$ cat src/rtl/scl_gen_pkg.sv
package scl_gen_pkg;

  typedef enum logic [1:0] {
    ST_IDLE    = 2'd0,
    ST_LOW     = 2'd1,
    ST_RELEASE = 2'd2,
    ST_HIGH    = 2'd3
  } sclState_t;

  // control -> datapath
  typedef struct packed {
    logic clear;     // zero prescaler and phase counter
    logic count;     // advance prescaler / phase counter
    logic useHigh;   // compare against high count instead of low
    logic waitLine;  // release phase: run sync guard
  } dpCmd_t;

  // datapath -> control
  typedef struct packed {
    logic phaseDone; // last clock of the current counted phase
    logic atMid;     // first clock of the low-phase midpoint tick
    logic atStart;   // first clock of a counted phase
    logic lineReady; // synchronized line high after guard window
  } dpStat_t;

endpackage

$ cat src/rtl/scl_gen_dp.sv
module scl_gen_dp
  import scl_gen_pkg::*;
#(
  parameter int BASE_W      = 8,
  parameter int HAS_EXT     = 1,
  parameter int PRESC_W     = 4,
  parameter int SYNC_STAGES = 2
) (
  input  logic               clk,
  input  logic               rstN,
  input  dpCmd_t             cmd,
  input  logic [BASE_W-1:0]  lowCount,
  input  logic               lowExt,
  input  logic [BASE_W-1:0]  highCount,
  input  logic               highExt,
  input  logic [PRESC_W-1:0] clksPerCount,
  input  logic               sclIn,
  output dpStat_t            stat
);

  localparam int CNT_W   = BASE_W + 1;
  localparam int GUARD_W = $clog2(SYNC_STAGES + 1);
  localparam logic [GUARD_W-1:0] GUARD_MAX = GUARD_W'(SYNC_STAGES);

  logic [CNT_W-1:0]       lowRaw, highRaw, lowEff, highEff, limit, midPoint;
  logic [CNT_W-1:0]       phaseCnt;
  logic [PRESC_W-1:0]     tickCnt, divEff;
  logic [SYNC_STAGES-1:0] syncQ;
  logic [GUARD_W-1:0]     guardCnt;
  logic                   lastClk;

  // Extension bit is a build option
  generate
    if (HAS_EXT != 0) begin : g_ext
      assign lowRaw  = {lowExt, lowCount};
      assign highRaw = {highExt, highCount};
    end else begin : g_noExt
      logic unusedExt;
      assign unusedExt = lowExt ^ highExt;
      assign lowRaw    = {1'b0, lowCount};
      assign highRaw   = {1'b0, highCount};
    end
  endgenerate

  assign lowEff   = (lowRaw == '0) ? CNT_W'(1) : lowRaw;
  assign highEff  = (highRaw == '0) ? CNT_W'(1) : highRaw;
  assign divEff   = (clksPerCount == '0) ? PRESC_W'(1) : clksPerCount;
  assign limit    = cmd.useHigh ? highEff : lowEff;
  assign midPoint = lowEff >> 1;

  // Line synchronizer (idle bus level is high)
  always_ff @(posedge clk) begin
    if (!rstN) syncQ <= '1;
    else       syncQ <= {syncQ[SYNC_STAGES-2:0], sclIn};
  end

  // Guard window covering synchronizer latency after release
  always_ff @(posedge clk) begin
    if (!rstN || !cmd.waitLine)  guardCnt <= '0;
    else if (guardCnt != GUARD_MAX) guardCnt <= guardCnt + 1'b1;
  end

  assign lastClk = (tickCnt == divEff - 1'b1);

  // Prescaler and phase counter
  always_ff @(posedge clk) begin
    if (!rstN || cmd.clear) begin
      tickCnt  <= '0;
      phaseCnt <= '0;
    end else if (cmd.count) begin
      if (lastClk) begin
        tickCnt  <= '0;
        phaseCnt <= stat.phaseDone ? '0 : phaseCnt + 1'b1;
      end else begin
        tickCnt <= tickCnt + 1'b1;
      end
    end
  end

  assign stat.phaseDone = lastClk && (phaseCnt == limit - 1'b1);
  assign stat.atStart   = (tickCnt == '0) && (phaseCnt == '0);
  assign stat.atMid     = (tickCnt == '0) && (phaseCnt == midPoint);
  assign stat.lineReady = syncQ[SYNC_STAGES-1] && (guardCnt == GUARD_MAX);

endmodule

$ cat src/rtl/scl_gen_ctrl.sv
module scl_gen_ctrl
  import scl_gen_pkg::*;
(
  input  logic    clk,
  input  logic    rstN,
  input  logic    enable,
  input  dpStat_t stat,
  output dpCmd_t  cmd,
  output logic    sclDriveLow,
  output logic    sampleStrobe,
  output logic    changeStrobe
);

  sclState_t state, stateNext;

  always_comb begin
    stateNext = state;
    unique case (state)
      ST_IDLE:    stateNext = ST_LOW;
      ST_LOW:     if (stat.phaseDone) stateNext = ST_RELEASE;
      ST_RELEASE: if (stat.lineReady) stateNext = ST_HIGH;
      ST_HIGH:    if (stat.phaseDone) stateNext = ST_LOW;
      default:    stateNext = ST_IDLE;
    endcase
    if (!enable) stateNext = ST_IDLE;
  end

  always_ff @(posedge clk) begin
    if (!rstN) state <= ST_IDLE;
    else       state <= stateNext;
  end

  assign cmd.clear    = (state == ST_IDLE) || (state == ST_RELEASE);
  assign cmd.count    = (state == ST_LOW) || (state == ST_HIGH);
  assign cmd.useHigh  = (state == ST_HIGH);
  assign cmd.waitLine = (state == ST_RELEASE);

  assign sclDriveLow  = (state == ST_LOW);
  assign changeStrobe = (state == ST_LOW) && stat.atMid;
  assign sampleStrobe = (state == ST_HIGH) && stat.atStart;

endmodule

$ cat src/rtl/scl_clock_gen.sv
module scl_clock_gen
  import scl_gen_pkg::*;
#(
  parameter int BASE_W      = 8,
  parameter int HAS_EXT     = 1,
  parameter int PRESC_W     = 4,
  parameter int SYNC_STAGES = 2
) (
  input  logic               clk,
  input  logic               rstN,
  input  logic               enable,
  input  logic [BASE_W-1:0]  lowCount,
  input  logic               lowExt,
  input  logic [BASE_W-1:0]  highCount,
  input  logic               highExt,
  input  logic [PRESC_W-1:0] clksPerCount,
  input  logic               sclIn,
  output logic               sclDriveLow,
  output logic               sampleStrobe,
  output logic               changeStrobe
);

  dpCmd_t  cmd;
  dpStat_t stat;

  scl_gen_ctrl u_ctrl (
    .clk          (clk),
    .rstN         (rstN),
    .enable       (enable),
    .stat         (stat),
    .cmd          (cmd),
    .sclDriveLow  (sclDriveLow),
    .sampleStrobe (sampleStrobe),
    .changeStrobe (changeStrobe)
  );

  scl_gen_dp #(
    .BASE_W      (BASE_W),
    .HAS_EXT     (HAS_EXT),
    .PRESC_W     (PRESC_W),
    .SYNC_STAGES (SYNC_STAGES)
  ) u_dp (
    .clk          (clk),
    .rstN         (rstN),
    .cmd          (cmd),
    .lowCount     (lowCount),
    .lowExt       (lowExt),
    .highCount    (highCount),
    .highExt      (highExt),
    .clksPerCount (clksPerCount),
    .sclIn        (sclIn),
    .stat         (stat)
  );

endmodule

$ cat config.mk
export PLATFORM = sky130hd
export DESIGN_NAME = scl_clock_gen
export DESIGN_NICKNAME = d
export VERILOG_FILES = /design/src/rtl/scl_gen_pkg.sv /design/src/rtl/scl_gen_dp.sv /design/src/rtl/scl_gen_ctrl.sv /design/src/rtl/scl_clock_gen.sv
export SDC_FILE = /design/constraint.sdc
export NUM_CORES = 1
export LEC_CHECK = 0
export ABC_AREA = 1
export BUFFER_PORTS_ARGS = -buffer_cell sky130_fd_sc_hd__buf_2
export CELL_PAD_IN_SITES_DETAIL_PLACEMENT = 1
export CELL_PAD_IN_SITES_GLOBAL_PLACEMENT = 2
export CORE_ASPECT_RATIO = 1.75
export CORE_MARGIN = 5
export CORE_UTILIZATION = 28
export CTS_CLUSTER_SIZE = 8
export DETAILED_ROUTE_END_ITERATION = 6
export PLACE_DENSITY = 0.81
export SLEW_MARGIN = 15
export SYNTH_ARGS = -nofsm -noshare
export SYNTH_HDL_FRONTEND = slang
export SYNTH_HIERARCHICAL = 1
export SYNTH_SLANG_ARGS = --single-unit
$ cat constraint.sdc
create_clock -name clk -period 2.38 [get_ports clk]
set_input_delay 0.476 -clock clk [delete_from_list [all_inputs] [get_ports clk]]
set_output_delay 0.476 -clock clk [all_outputs]
set_load 0.05 [all_outputs]
---- Word-level counts from Yosys, hierarchy flattened ----
Cells that the tools add are included.
storage, ports and cells
  flip-flop bits (word level) ............. 19
  output and inout port bits .............. 3
  word-level logic and storage cells ...... 52
  input port bits ......................... 26
operators by class
  equal/unequal tests ..................... 11
  reductions and logical operators ........ 21
  add/subtract/negate cells ............... 5
  muxes and demuxes ....................... 10
operator list
  kind                                               number
  two-way mux 9 bit                                  4
  zero test 9 bit                                    3
  adder 9 x 1 -> 9 bit (second input constant)       1
  == test 9 x 8 -> 1 bit                             1
  == test 9 bit                                      1
  subtractor 9 x 1 -> 9 bit (second input constant)  1
  zero test 4 bit                                    2
  two-way mux 4 bit                                  2
  case mux 2 bit (4 select lines)                    1
  == test 2 bit (second input constant)              3
  logical AND 1 bit                                  6
  two-way mux 2 bit                                  3
  != test 2 bit (second input constant)              3
  adder 4 x 1 -> 4 bit (second input constant)       1
  == test 4 bit                                      1
  logical OR 1 bit                                   4
  AND reduction 2 bit                                2
  subtractor 4 x 1 -> 4 bit (second input constant)  1
  AND reduction 3 bit                                1
  adder 2 x 1 -> 2 bit (second input constant)       1
  == test 2 x 1 -> 1 bit (second input constant)     1
  zero test 1 bit                                    2
  zero test 2 bit                                    1
  != test 2 x 1 -> 1 bit (second input constant)     1

---- Logic depth before layout (Yosys ltp) ----
  depth after elaboration ................. 8
  depth in mapped cells ................... 19
  mapped depth without buffers ............ 18

---- Cells and area by module ----
Netlist, hierarchy kept.
by module, submodules not included
  module        cells each  times used  area an instance (µm²)
  scl_gen_dp    264         1           1,727.9
  scl_gen_ctrl  30          1           203.9

---- Worst setup path before layout ----
No wires, ideal clock.
  path kind ............................... reg2reg
  start ................................... register u_ctrl.state[0]
  end ..................................... register u_ctrl.state[0]
  setup slack ............................. -0.116 ns
  buffers on the path ..................... 2
  clock period less this slack ............ 2.496 ns
  data arrival time ....................... 2.381 ns
  cell stages (with the launch flop) ...... 19
  cell sequence ........................... dfxtp_1 ha_1 buf_6 buf_8 nand2_1 o21bai_4 nand2_4 ha_1 nand2_1 nor2_1 nand3_1 nand2_1 nand4_1 nor4_1 inv_1 o21ai_2 nand3_1 nand2_1 nor2_1
RTL lines
  item                    RTL line            text
  start, declared         scl_gen_ctrl.sv:14  sclState_t state, stateNext;
  start signal, assigned  scl_gen_ctrl.sv:30  else state <= stateNext;

==> reports/qor.yml <==
grt_max_degree: 11
postRouteWirelength_mm: 6.261
rows: 40
fin_skew_ns: 0.001253
start_util_pct: 28.38
h-tree-depth: 1
dieArea_sq_mm: 0.008726
synth-edff-count: 0
timing.rr.start: "u_ctrl/state[1]"
min_path_cells: 1
vdd.ir_drop.worst_mv: 0.3567
fmax_mhz: 428.7
startpoint_type: "register"
hpwl_mm: 5.170
finalCritPeriodShare_pct: 98.01
antenna_cells: 0
synth_area_sq_mm: 0.001932
r2r-end: "u_ctrl/state[1]"
routed_via_density: 4.658
grt_pass1_vias: 2311
ant_nets: 0
critPathArrivalTime_ns: 2.47
p_per_area_mw_per_mm2: 360.9
yosysWarningCount: 6
die_h_um: 119.9
status: "completed"
cts_buffers: 3
gp_congestion: 0.8384
critPathMaxFanout: 7
hold_viol_final: 0
core_area_sq_mm: 0.006807
leakage_uw: 0.001287
grt_pass1_wl_mm: 10.12
ff2ff_setup_slack_ns: 0.05
crit_slowest_cell: "dfxtp_2"
ys_ff_latch: 19
worstSkewPairLatency_ns: 0.25
finalSetupViolations: 0
slew_headroom_pct: 65.04
use_met3_pct: 1.509
setup_slack_ns: 0.04729
cts-root-buf: "clkbuf_16"
top_usage_layer: "met2"
synth_area_leader_cell: "dfxtp_1"
holdWs_ns: 0.4124
antenna_found_initial: 0
synth_fp_nets: 332
cts_tree: "done"
path_class: "register to register"
hold_path.class: "register to register"
worst_setup_path_end_kind: "register"
use_met1_pct: 13.37
rsz0062_at_grt: "true"
syn_to_final_growth_pct: 41.00
worstPathCellList: "ha_4 -> nand2_1 -> o21bai_4 -> nand2_4 -> ha_4 -> nand2_4 -> nor2_4 -> nand3_2 -> nand2_1 -> nand4_1 -> nor4_2 -> inv_1 -> o21ai_2 -> nand3_1 -> nand2_1 -> nor2_1"
io_buffers: 28
netlist-cell-type-count: 43
cts_sinks: 19
hold_start: "u_dp/syncQ[0]"
wire_per_inst_um: 13.91
drtIter0Drc: 81
worstPathRequired_ns: 2.52
track_usage_pct: 14.80
dr.pass1.iters: 4
nNetsFinal: 405
holdBufCountCts: 0
instances_no_fill: 450
cp_common_cell: "nand2_1"
dp.cells: 438
synth_top_area_share_pct: 19.69
post-route-cell-area_sq_mm: 0.002724
netlist_instances: 294
placed_area_sq_mm: 0.002442
grt-ovfl-total: 0
io_pins: 29
path_clk_slew_ns: 0.05
vias: 2096
period_needed_ns: 2.333
ys_async_sr_fraction_pct: 0
drive_gt1_share_pct: 40.71
drv_cap: 0
cts.path.max_buffers: 2
die_w_um: 72.79
slowest_delay_ns: 0.36
maxSlewViolCount: 0
pre_cts_slack_ns: -0.3246
worstMarginPinSlew_ns: 0.5225
synth_ff_type: "dfxtp_1"
synth.area.top_cells: "dfxtp_1 (20%), nand2_1 (13%), inv_1 (9.3%)"
grtUsageMet2_pct: 30.54
yosysSeqAreaShare_pct: 19.69
hold_end: "u_dp/syncQ[1]"
avgSynthCellArea_sq_um: 6.571
ff2ff_path_depth: 16
drc: 0
-- final cells by class --
type	count	area, sq um
inverter	54	202.7
sequential	19	384.1
clock buffer	4	78.83
fill	924	4083
timing repair buffer	73	491.7
tap	84	105.1
multi-input combinational	216	1461
-- synth_stat cells, types with 3 or more instances --
cell type / count
a21oi_1: 9
clkbuf_1: 3
dfxtp_1: 19
ha_1: 12
inv_1: 48
inv_2: 5
nand2_1: 68
nand2_2: 4
nand2_4: 3
nand3_1: 18
nand3_2: 3
nand4_1: 4
nor2_1: 22
nor2_2: 13
nor4_1: 4
o21ai_0: 4
o21ai_1: 3
o21ai_2: 6
xor2_1: 14
-- worst max-delay path, delay by kind of cell (launching register included) --
kind / cells / cell delay (ns)
compound gates: 2 / 0.28
fa+ha+maj: 2 / 0.34
buf+inv: 1 / 0.09
flops: 1 / 0.36
simple gates: 11 / 1.15
-- logic make-up (layout without fill, tap and decap cells) --
| group | count (synthesis) | count (layout) | share of synthesized area (%) |
|---|---|---|---|
| simple gates | 153 | 154 | 39.83 |
| mux | 1 | 1 | 0.5182 |
| compound gates | 33 | 33 | 12.24 |
| buf+inv | 60 | 131 | 12.69 |
| xor+xnor | 16 | 16 | 7.254 |
| fa+ha+maj | 12 | 12 | 7.772 |
| flops | 19 | 19 | 19.69 |
-- worst max path at each step --
| stage | from | to | cells after the start |
|---|---|---|---|
| floorplan | u_ctrl/state[0] | u_ctrl/state[0] | 17 |
| global placement | clksPerCount[1] | u_ctrl/state[0] | 18 |
| detailed placement | clksPerCount[1] | u_ctrl/state[1] | 18 |
| finish | u_ctrl/state[1] | u_ctrl/state[1] | 16 |
| global route | u_ctrl/state[1] | u_ctrl/state[1] | 16 |
| CTS | u_ctrl/state[0] | u_ctrl/state[1] | 17 |
-- placed cells by master, fill, tap and decap left out, drive strengths merged, types with 4 or more instances in the layout --
master,Yosys,layout
ha,12,12
o21ai,14,14
nor4,4,4
nor2,37,37
nor3,4,4
dfxtp,19,19
xor2,14,14
nand2,75,76
inv,53,53
clkbuf,3,4
a21oi,9,9
nand3,21,21
or2,5,5
nand4,5,5
buf,3,73
-- registers in the layout (all words and copies together) (netlist names) --
register,count
u_ctrl/state,2
u_dp/guardCnt,2
u_dp/phaseCnt,9
u_dp/syncQ,2
u_dp/tickCnt,4
-- stage by stage --
step	power, uW	TNS, ns	util (%)
finish	983.0	0	40.02
global route	1039	-0.3088	40.02
CTS	986.4	-0.007994	38.66
detailed placement	611.6	-2.106	35.88
global placement	602.8	-1.105	35.88
floorplan	499.9	0	-
-- routing by layer --
| layer | routed length (um) | vias to the layer above | share of wire (%) |
|---|---|---|---|
| met5 | 0 | - | 0 |
| met4 | 217 | 0 | 3.5 |
| met3 | 165 | 14 | 2.6 |
| met2 | 3835 | 33 | 61 |
| met1 | 2043 | 980 | 33 |
| li1 | - | 1069 | - |
-- repair_timing --
action	4_1_cts	5_1_grt
setup endpoints to repair	3	12
setup buffers	5	2
gates resized for setup	12	21
cloned	0	1
pin swaps	15	21
-- power by group --
part	switching (uW)	leakage, uW	internal [uW]
clock	120	0.0000382	228
sequential	5.34	0.000155	325
combinational	174	0.00109	131
total	299	0.00129	684
Note: power is estimated with default switching activity, not from simulation.
